==> config.mk <==
export PLATFORM = sky130hd
export DESIGN_NAME = mii_rmii_tx_bridge
export DESIGN_NICKNAME = d
export VERILOG_FILES = /design/src/rtl/mrt_pkg.sv /design/src/rtl/mrt_tick_gen.sv /design/src/rtl/mrt_err_track.sv /design/src/rtl/mrt_serializer.sv /design/src/rtl/mii_rmii_tx_bridge.sv
export SDC_FILE = /design/constraint.sdc
export NUM_CORES = 1
export LEC_CHECK = 0
export BUFFER_PORTS_ARGS = -buffer_cell sky130_fd_sc_hd__buf_2
export CELL_PAD_IN_SITES_DETAIL_PLACEMENT = 1
export CELL_PAD_IN_SITES_GLOBAL_PLACEMENT = 2
export CORE_AREA = 5 5 42 44
export CTS_CLUSTER_DIAMETER = 30
export CTS_CLUSTER_SIZE = 40
export DETAILED_ROUTE_END_ITERATION = 8
export DIE_AREA = 0 0 47 49
export HOLD_SLACK_MARGIN = 0.08
export PLACE_DENSITY_LB_ADDON = 0.25
export SKIP_CTS_REPAIR_TIMING = 1
export SLEW_MARGIN = 40
export SYNTH_ARGS = -nofsm -noshare
export SYNTH_HDL_FRONTEND = slang
export SYNTH_SLANG_ARGS = --single-unit
export TNS_END_PERCENT = 100
==> constraint.sdc <==
create_clock -name clk_i -period 1.5 [get_ports clk_i]
set_input_delay 0.225 -clock clk_i [delete_from_list [all_inputs] [get_ports clk_i]]
set_output_delay 0.225 -clock clk_i [all_outputs]
set_load 0.005 [all_outputs]
==> src/rtl/mrt_pkg.sv <==
package mrt_pkg;
  typedef enum logic {
    RATE_100M = 1'b0,
    RATE_10M  = 1'b1
  } rate_e;

  localparam int unsigned NIB_W    = 4;
  localparam int unsigned DIBIT_W  = 2;
  localparam int unsigned SLOW_DIV = 10;

  typedef logic [DIBIT_W-1:0] dibit_t;
  typedef logic [NIB_W-1:0]   nibble_t;

  localparam dibit_t ERR_DIBIT  = 2'b01;
  localparam dibit_t IDLE_DIBIT = 2'b00;

  function automatic int unsigned dibit_cycles(rate_e r);
    return (r == RATE_10M) ? SLOW_DIV : 1;
  endfunction
endpackage

==> src/rtl/mrt_tick_gen.sv <==
module mrt_tick_gen #(
  parameter int unsigned DIBIT_CYCLES = 1
) (
  input  logic clk_i,
  input  logic rst_ni,
  output logic cap_o,
  output logic mid_o,
  output logic mii_clk_o
);
  logic tick;
  logic phase_q;  // 1: next tick captures a nibble
  logic clk_q;

  generate
    if (DIBIT_CYCLES == 1) begin : g_full
      assign tick = 1'b1;
    end else begin : g_div
      localparam int unsigned CW = $clog2(DIBIT_CYCLES);
      logic [CW-1:0] cnt_q;
      assign tick = (cnt_q == CW'(DIBIT_CYCLES - 1));
      always_ff @(posedge clk_i or negedge rst_ni) begin
        if (!rst_ni)   cnt_q <= '0;
        else if (tick) cnt_q <= '0;
        else           cnt_q <= cnt_q + 1'b1;
      end
    end
  endgenerate

  always_ff @(posedge clk_i or negedge rst_ni) begin
    if (!rst_ni) begin
      phase_q <= 1'b1;
      clk_q   <= 1'b0;
    end else if (tick) begin
      phase_q <= ~phase_q;
      clk_q   <= phase_q;
    end
  end

  assign cap_o     = tick & phase_q;
  assign mid_o     = tick & ~phase_q;
  assign mii_clk_o = clk_q;
endmodule

==> src/rtl/mrt_err_track.sv <==
module mrt_err_track (
  input  logic clk_i,
  input  logic rst_ni,
  input  logic cap_i,
  input  logic tx_en_i,
  input  logic tx_er_i,
  output logic force_o
);
  logic err_q;

  // force applies to the nibble that raised the error as well
  assign force_o = tx_en_i & (err_q | tx_er_i);

  always_ff @(posedge clk_i or negedge rst_ni) begin
    if (!rst_ni)    err_q <= 1'b0;
    else if (cap_i) err_q <= force_o;
  end
endmodule

==> src/rtl/mrt_serializer.sv <==
module mrt_serializer
  import mrt_pkg::*;
(
  input  logic    clk_i,
  input  logic    rst_ni,
  input  logic    cap_i,
  input  logic    mid_i,
  input  nibble_t nib_i,
  input  logic    en_i,
  input  logic    force_i,
  output dibit_t  txd_o,
  output logic    en_o
);
  dibit_t lo_d, hi_d, hi_q, txd_q;
  logic   en_q;

  always_comb begin
    if (!en_i) begin
      lo_d = IDLE_DIBIT;
      hi_d = IDLE_DIBIT;
    end else if (force_i) begin
      lo_d = ERR_DIBIT;
      hi_d = ERR_DIBIT;
    end else begin
      lo_d = nib_i[DIBIT_W-1:0];
      hi_d = nib_i[NIB_W-1:DIBIT_W];
    end
  end

  always_ff @(posedge clk_i or negedge rst_ni) begin
    if (!rst_ni) begin
      txd_q <= IDLE_DIBIT;
      hi_q  <= IDLE_DIBIT;
      en_q  <= 1'b0;
    end else if (cap_i) begin
      txd_q <= lo_d;
      hi_q  <= hi_d;
      en_q  <= en_i;
    end else if (mid_i) begin
      txd_q <= hi_q;
    end
  end

  assign txd_o = txd_q;
  assign en_o  = en_q;
endmodule

==> src/rtl/mii_rmii_tx_bridge.sv <==
module mii_rmii_tx_bridge
  import mrt_pkg::*;
#(
  parameter rate_e RATE = RATE_100M
) (
  input  logic       clk_i,
  input  logic       rst_ni,
  input  logic [3:0] mii_txd_i,
  input  logic       mii_tx_en_i,
  input  logic       mii_tx_er_i,
  output logic       mii_tx_clk_o,
  output logic [1:0] rmii_txd_o,
  output logic       rmii_tx_en_o
);
  localparam int unsigned DIBIT_CYCLES = dibit_cycles(RATE);

  logic cap, mid, force_err;

  mrt_tick_gen #(.DIBIT_CYCLES(DIBIT_CYCLES)) u_tick (
    .clk_i    (clk_i),
    .rst_ni   (rst_ni),
    .cap_o    (cap),
    .mid_o    (mid),
    .mii_clk_o(mii_tx_clk_o)
  );

  mrt_err_track u_err (
    .clk_i  (clk_i),
    .rst_ni (rst_ni),
    .cap_i  (cap),
    .tx_en_i(mii_tx_en_i),
    .tx_er_i(mii_tx_er_i),
    .force_o(force_err)
  );

  mrt_serializer u_ser (
    .clk_i  (clk_i),
    .rst_ni (rst_ni),
    .cap_i  (cap),
    .mid_i  (mid),
    .nib_i  (mii_txd_i),
    .en_i   (mii_tx_en_i),
    .force_i(force_err),
    .txd_o  (rmii_txd_o),
    .en_o   (rmii_tx_en_o)
  );
endmodule

==> impl_metrics.tcl, run 1 <==
set metrics [dict create \
    mostFrequentLayoutCells "11 x buf_2, 7 x dfrtp_1, 3 x inv_1, 3 x o21ai_1, 3 x clkbuf_4" \
    die-area_sq_um 2300 \
    fp.dieH_um 49 \
    ys_ff_latch 8 \
    diodes 0 \
    track_usage_pct 6.45 \
    period_needed_ns 0.996 \
    layout.nets 49 \
    rsz0062_at_grt "no" \
    cts.clk_slew.worst_paths_ns 0.06 \
    rows 14 \
    critPathCaptureType "register" \
    clockBufferDepth 2 \
    nFillCells 174 \
    grt_start_max_net_pins 11 \
    crit_arrival_ns 1.13 \
    swShare_pct 21.4 \
    internal_power_w 0.000344 \
    grt_overflow 0 \
    slew_viol_final 0 \
    final.setup.tns_ns 0 \
    final.setup.worst_slack_ns 0.504 \
    hold_class "input pin to register" \
    worst-slew-pin-transition_ns 0.189 \
    yosysSeqAreaShare_pct 67.6 \
    power_density_nw_per_um2 1090 \
    syn_area_sq_um 298 \
    clkLatencyLatePin_ns 0.25 \
    cpPeakStageDelay_ns 0.62 \
    final_util_pct 28.7 \
    place_ws_ns 0.492 \
    synth_cell_types 12 \
    syn_inst 25 \
    crit_path_start_kind "register" \
    layout_commonest_cell "buf_2" \
    maxSlewHeadroom_pct 87.4 \
    drc_errors 0 \
    cts_sinks 8 \
    port-buffer-count 11 \
    skew_ns 0.0105 \
    yosysWarnings 0 \
    ant_nets 0 \
    drt-total-wl_um 619 \
    path_max_fanout 10 \
    post_drt_wl_per_cell_um 11.1 \
    initialDrtViolationCount 0 \
    grt_pass1_wl_um 1050 \
    drive_gt1_share_pct 40.0 \
    avgSynthCellArea_sq_um 11.9 \
    numCtsBuffers 3 \
    finalCritPeriodShare_pct 66.4 \
    yosysTopAreaCell "dfrtp_1" \
    die_x_um 47 \
    cts_tree "done" \
    synth_nets 33 \
    status "completed" \
    cts_root_buf "clkbuf_4" \
    synth_area_leaders "dfrtp_1 59%, dfstp_2 8.8%, a41o_1 6.7%" \
    first_pass_iters 1 \
    total_power_w 0.000437 \
    first_global_vias 270 \
    clkPwrFrac_pct 40.0 \
    setup_viol 0 \
    worstPathRequired_ns 1.63 \
    p_seq_share_pct 52.2 \
    path_cells "nor2b_2 > a41o_1" \
    htreeDepth 1 \
    multiInputGateArea_sq_um 77.6 \
    maxCapViolations 0 \
    seqCellArea_sq_um 201 \
    p_leak_nw 0.226 \
    via_per_inst 4.00 \
    syn2layout_area_growth_pct 34.9 \
    antenna_found_initial 0 \
    dr_total_vias 224 \
    yosysTopAreaCellShare_pct 58.8 \
    cp_slowest_cell "dfstp_2" \
    crit_type "register to register" \
    routabilityCongestion 0.715 \
    core_sq_um 1400 \
    max_clock_freq_mhz 1000 \
    pwr-share-comb_pct 7.8 \
    vdd_drop_max_uv 354 \
    hold_viol_final 0 \
    start_util_pct 21.3 \
    p_sw_w 0.0000937 \
    num_io_pins 12 \
]
-- per-stage QoR --
| step | cells | hold slack [ns] | area (sq um) |
|---|---|---|---|
| final | 56 | 0.225 | 402 |
| after global routing | 56 | 0.247 | 402 |
| after CTS | 55 | -0.196 | 392 |
| after detailed placement | 51 | 0.0794 | 365 |
| after global placement | 51 | 0.0716 | 365 |
| after floorplan | 25 | -0.0706 | 298 |
-- path summary, 6_finish.rpt --
check	start	endpoint	slack (ns)	cells past startpoint
min in group asynchronous	rst_ni	u_ser.en_o	0.34	2
setup / recovery	u_tick.cap_o	u_ser.txd_o[1]	0.50	2
max in group asynchronous	rst_ni	u_tick.cap_o	0.91	2
setup reg to reg	u_tick.cap_o	u_ser.txd_o[1]	0.50	2
hold / removal	mii_txd_i[0]	u_ser.txd_o[0]	0.23	3
hold reg to reg	u_tick.cap_o	u_tick.mii_clk_o	0.47	0
-- critical path, delay by kind of cell, from the launching register on --
| kind | cells | cell delay (ns) |
|---|---|---|
| simple gates | 1 | 0.07 |
| flops | 1 | 0.62 |
| compound gates | 1 | 0.20 |
-- cells by family after synthesis --
kind of cell | after synthesis | share of synthesized area [%]
buf+inv | 4 | 6.30
compound gates | 7 | 15.1
flops | 8 | 67.6
simple gates | 6 | 10.9
-- synth_stat cells --
cell,number
a21oi_1,2
nand2b_1,1
o21ai_1,3
nor2b_2,1
dfstp_2,1
nor3_1,2
nand2_1,1
a41o_1,2
inv_1,3
nor2_1,1
buf_4,1
dfrtp_1,7
-- per-layer routing --
metal / share of wire [%] / track usage [%] / vias to the layer above
li1: - / - / 115
met1: 43 / 7.19 / 100
met2: 46 / 9.05 / 9
met3: 11 / 3.69 / 0
met4: 0 / 4.15 / 0
met5: 0 / 0 / -
-- final cells by class --
type                       count  area share [%]
clock buffer                   4            6.54
inverter                       3            2.80
multi-input combinational     13            19.3
sequential                     8            50.2
tap                           16            4.98
timing repair buffer          12            16.2
-- registers in the layout, indices dropped and copies added (netlist names) --
signal,count
u_err.err_q,1
u_ser.en_o,1
u_ser.hi_q,2
u_ser.txd_o,2
u_tick.cap_o,1
u_tick.mii_clk_o,1
-- power by group through the flow --
stage	combinational [W]	clock [W]	sequential [W]
floorplan	0.0000108	0	0.000232
global route	0.0000391	0.000196	0.000229
detailed placement	0.0000328	0	0.000232
finish	0.0000339	0.000175	0.000228
global placement	0.0000319	0	0.000232
CTS	0.0000333	0.000184	0.000228
Power figures use the tool's default switching activity.
==> run 2: changes to the inputs <==
==> constraint.sdc (replaced) <==
create_clock -name clk_i -period 1 [get_ports clk_i]
set_input_delay 0.15 -clock clk_i [delete_from_list [all_inputs] [get_ports clk_i]]
set_output_delay 0.15 -clock clk_i [all_outputs]
set_load 0.005 [all_outputs]
==> run 2 against run 1 <==
Utilization rose by 0.54 points. First-iteration DRC count rose by 1. Fmax rose by 2.0%. Design area rose by 1.9%. Register-to-register slack got worse by 0.48 ns. Critical path type unchanged. Largest power group unchanged.
==> impl_metrics.tcl, run 2 (synthesis gave the netlist of run 1 again) <==
set metrics [dict create \
    clkLatencyLatePin_ns 0.26 \
    via_per_inst 4.37 \
    r2r-end "u_ser.txd_o[1]" \
    numCtsBuffers 3 \
    rsz0062_at_grt "no" \
    grt_start_max_net_pins 9 \
    drt-total-wl_um 675 \
    max_clock_freq_mhz 1020 \
    crit-reg2reg-launch "u_tick.cap_o" \
    die-area_sq_um 2300 \
    diodes 0 \
    setup_viol 0 \
    cts.clk_slew.worst_paths_ns 0.06 \
    start_util_pct 21.3 \
    finalCritPeriodShare_pct 97.7 \
    ant_nets 0 \
    hold_class "input pin to register" \
    layout.nets 50 \
    rows 14 \
    worst-slew-pin-transition_ns 0.172 \
    fin_area_sq_um 409 \
    first_pass_iters 2 \
    cts_tree "done" \
    routabilityCongestion 0.702 \
    crit_arrival_ns 1.12 \
    htreeDepth 1 \
    die_x_um 47 \
    power_density_nw_per_um2 1630 \
    worst_hold_path.endpoint "u_ser.hi_q[1]" \
    initialDrtViolationCount 1 \
    status "completed" \
    drive_gt1_share_pct 41.5 \
    final.setup.tns_ns 0 \
    r2r.worst_path.cells 2 \
    place_area_sq_um 373 \
    antenna_found_initial 0 \
    slew_viol_final 0 \
    worstPathRequired_ns 1.15 \
    vdd_drop_max_uv 635 \
    dr_total_vias 249 \
    maxSlewHeadroom_pct 88.4 \
    path_max_fanout 8 \
    first_global_vias 301 \
    skew_ns 0.00246 \
    num_io_pins 12 \
    cts_root_buf "clkbuf_4" \
    mostFrequentLayoutCells "11 x buf_2, 7 x dfrtp_1, 3 x inv_1, 3 x o21ai_1, 3 x clkbuf_4" \
    maxCapViolations 0 \
    hold_viol_final 0 \
    grt_pass1_wl_um 1180 \
    drc_errors 0 \
    cts_sinks 8 \
    p_leak_nw 0.230 \
    crit_path_start_kind "register" \
    multiInputGateArea_sq_um 77.6 \
    post_drt_wl_per_cell_um 11.8 \
    critPathCaptureType "register" \
    layout_commonest_cell "buf_2" \
    critPathLaunch "u_tick.cap_o" \
    track_usage_pct 7.59 \
    grt_overflow 0 \
    holdPathStages 2 \
    dp_hpwl_um 524 \
    seqCellArea_sq_um 201 \
    hold_start "mii_txd_i[3]" \
    fp.dieH_um 49 \
    period_needed_ns 0.977 \
    rrSetupSlack_ns 0.02 \
    syn2layout_area_growth_pct 37.4 \
    nFillCells 171 \
    clockBufferDepth 2 \
    core_sq_um 1400 \
    crit_type "register to register" \
    port-buffer-count 11 \
]
run 2: worst max path at each step:
stage	end	slack (ns)	depth (start not counted)
floorplan	u_ser.hi_q[1]	0.01	3
global placement	u_ser.txd_o[1]	0.05	2
detailed placement	u_ser.txd_o[1]	0.03	2
CTS	u_ser.txd_o[1]	0.02	2
global route	u_ser.txd_o[1]	0.004	2
finish	u_ser.txd_o[1]	0.02	2
run 2: report_power, final:
group | total [W] | internal, W | switching [W]
clock network | 0.000273 | 0.000153 | 0.000119
logic | 0.0000506 | 0.0000257 | 0.0000249
registers | 0.000343 | 0.000337 | 0.00000584
total | 0.000666 | 0.000516 | 0.000150
run 2: through the flow:
stage               total power, W  utilization [%]  instances  hold WS (ns)  setup WS, ns
floorplan                 0.000365                -         25        -0.146        0.0147
global placement          0.000396             26.6         52      -0.00336        0.0538
detailed placement        0.000398             26.6         52       0.00397        0.0282
CTS                       0.000685             28.5         56        -0.281        0.0197
global route              0.000709             29.2         57         0.138       0.00404
finish                    0.000666             29.2         57         0.150        0.0229
run 2: final cells by class:
cell class              instances  area share [%]
flip-flops and latches          8            49.2
multi-input cells              13            19.0
repair buffers                 13            17.7
clock buffers                   4            6.42
well taps                      16            4.89
inverters                       3            2.75
run 2: routing by layer:
layer / vias up / global-route usage [%] / share of wire [%]
met2: 11 / 9.95 / 50
met3: 2 / 4.43 / 8.7
met4: 0 / 6.91 / 1.6
met5: - / 0 / 0
li1: 116 / - / -
met1: 120 / 8.09 / 40
run 2: worst max-delay path: stages, from the launching register on:
cell	delay, ns
dfstp_2	0.60
nor2b_2	0.07
a41o_1	0.20
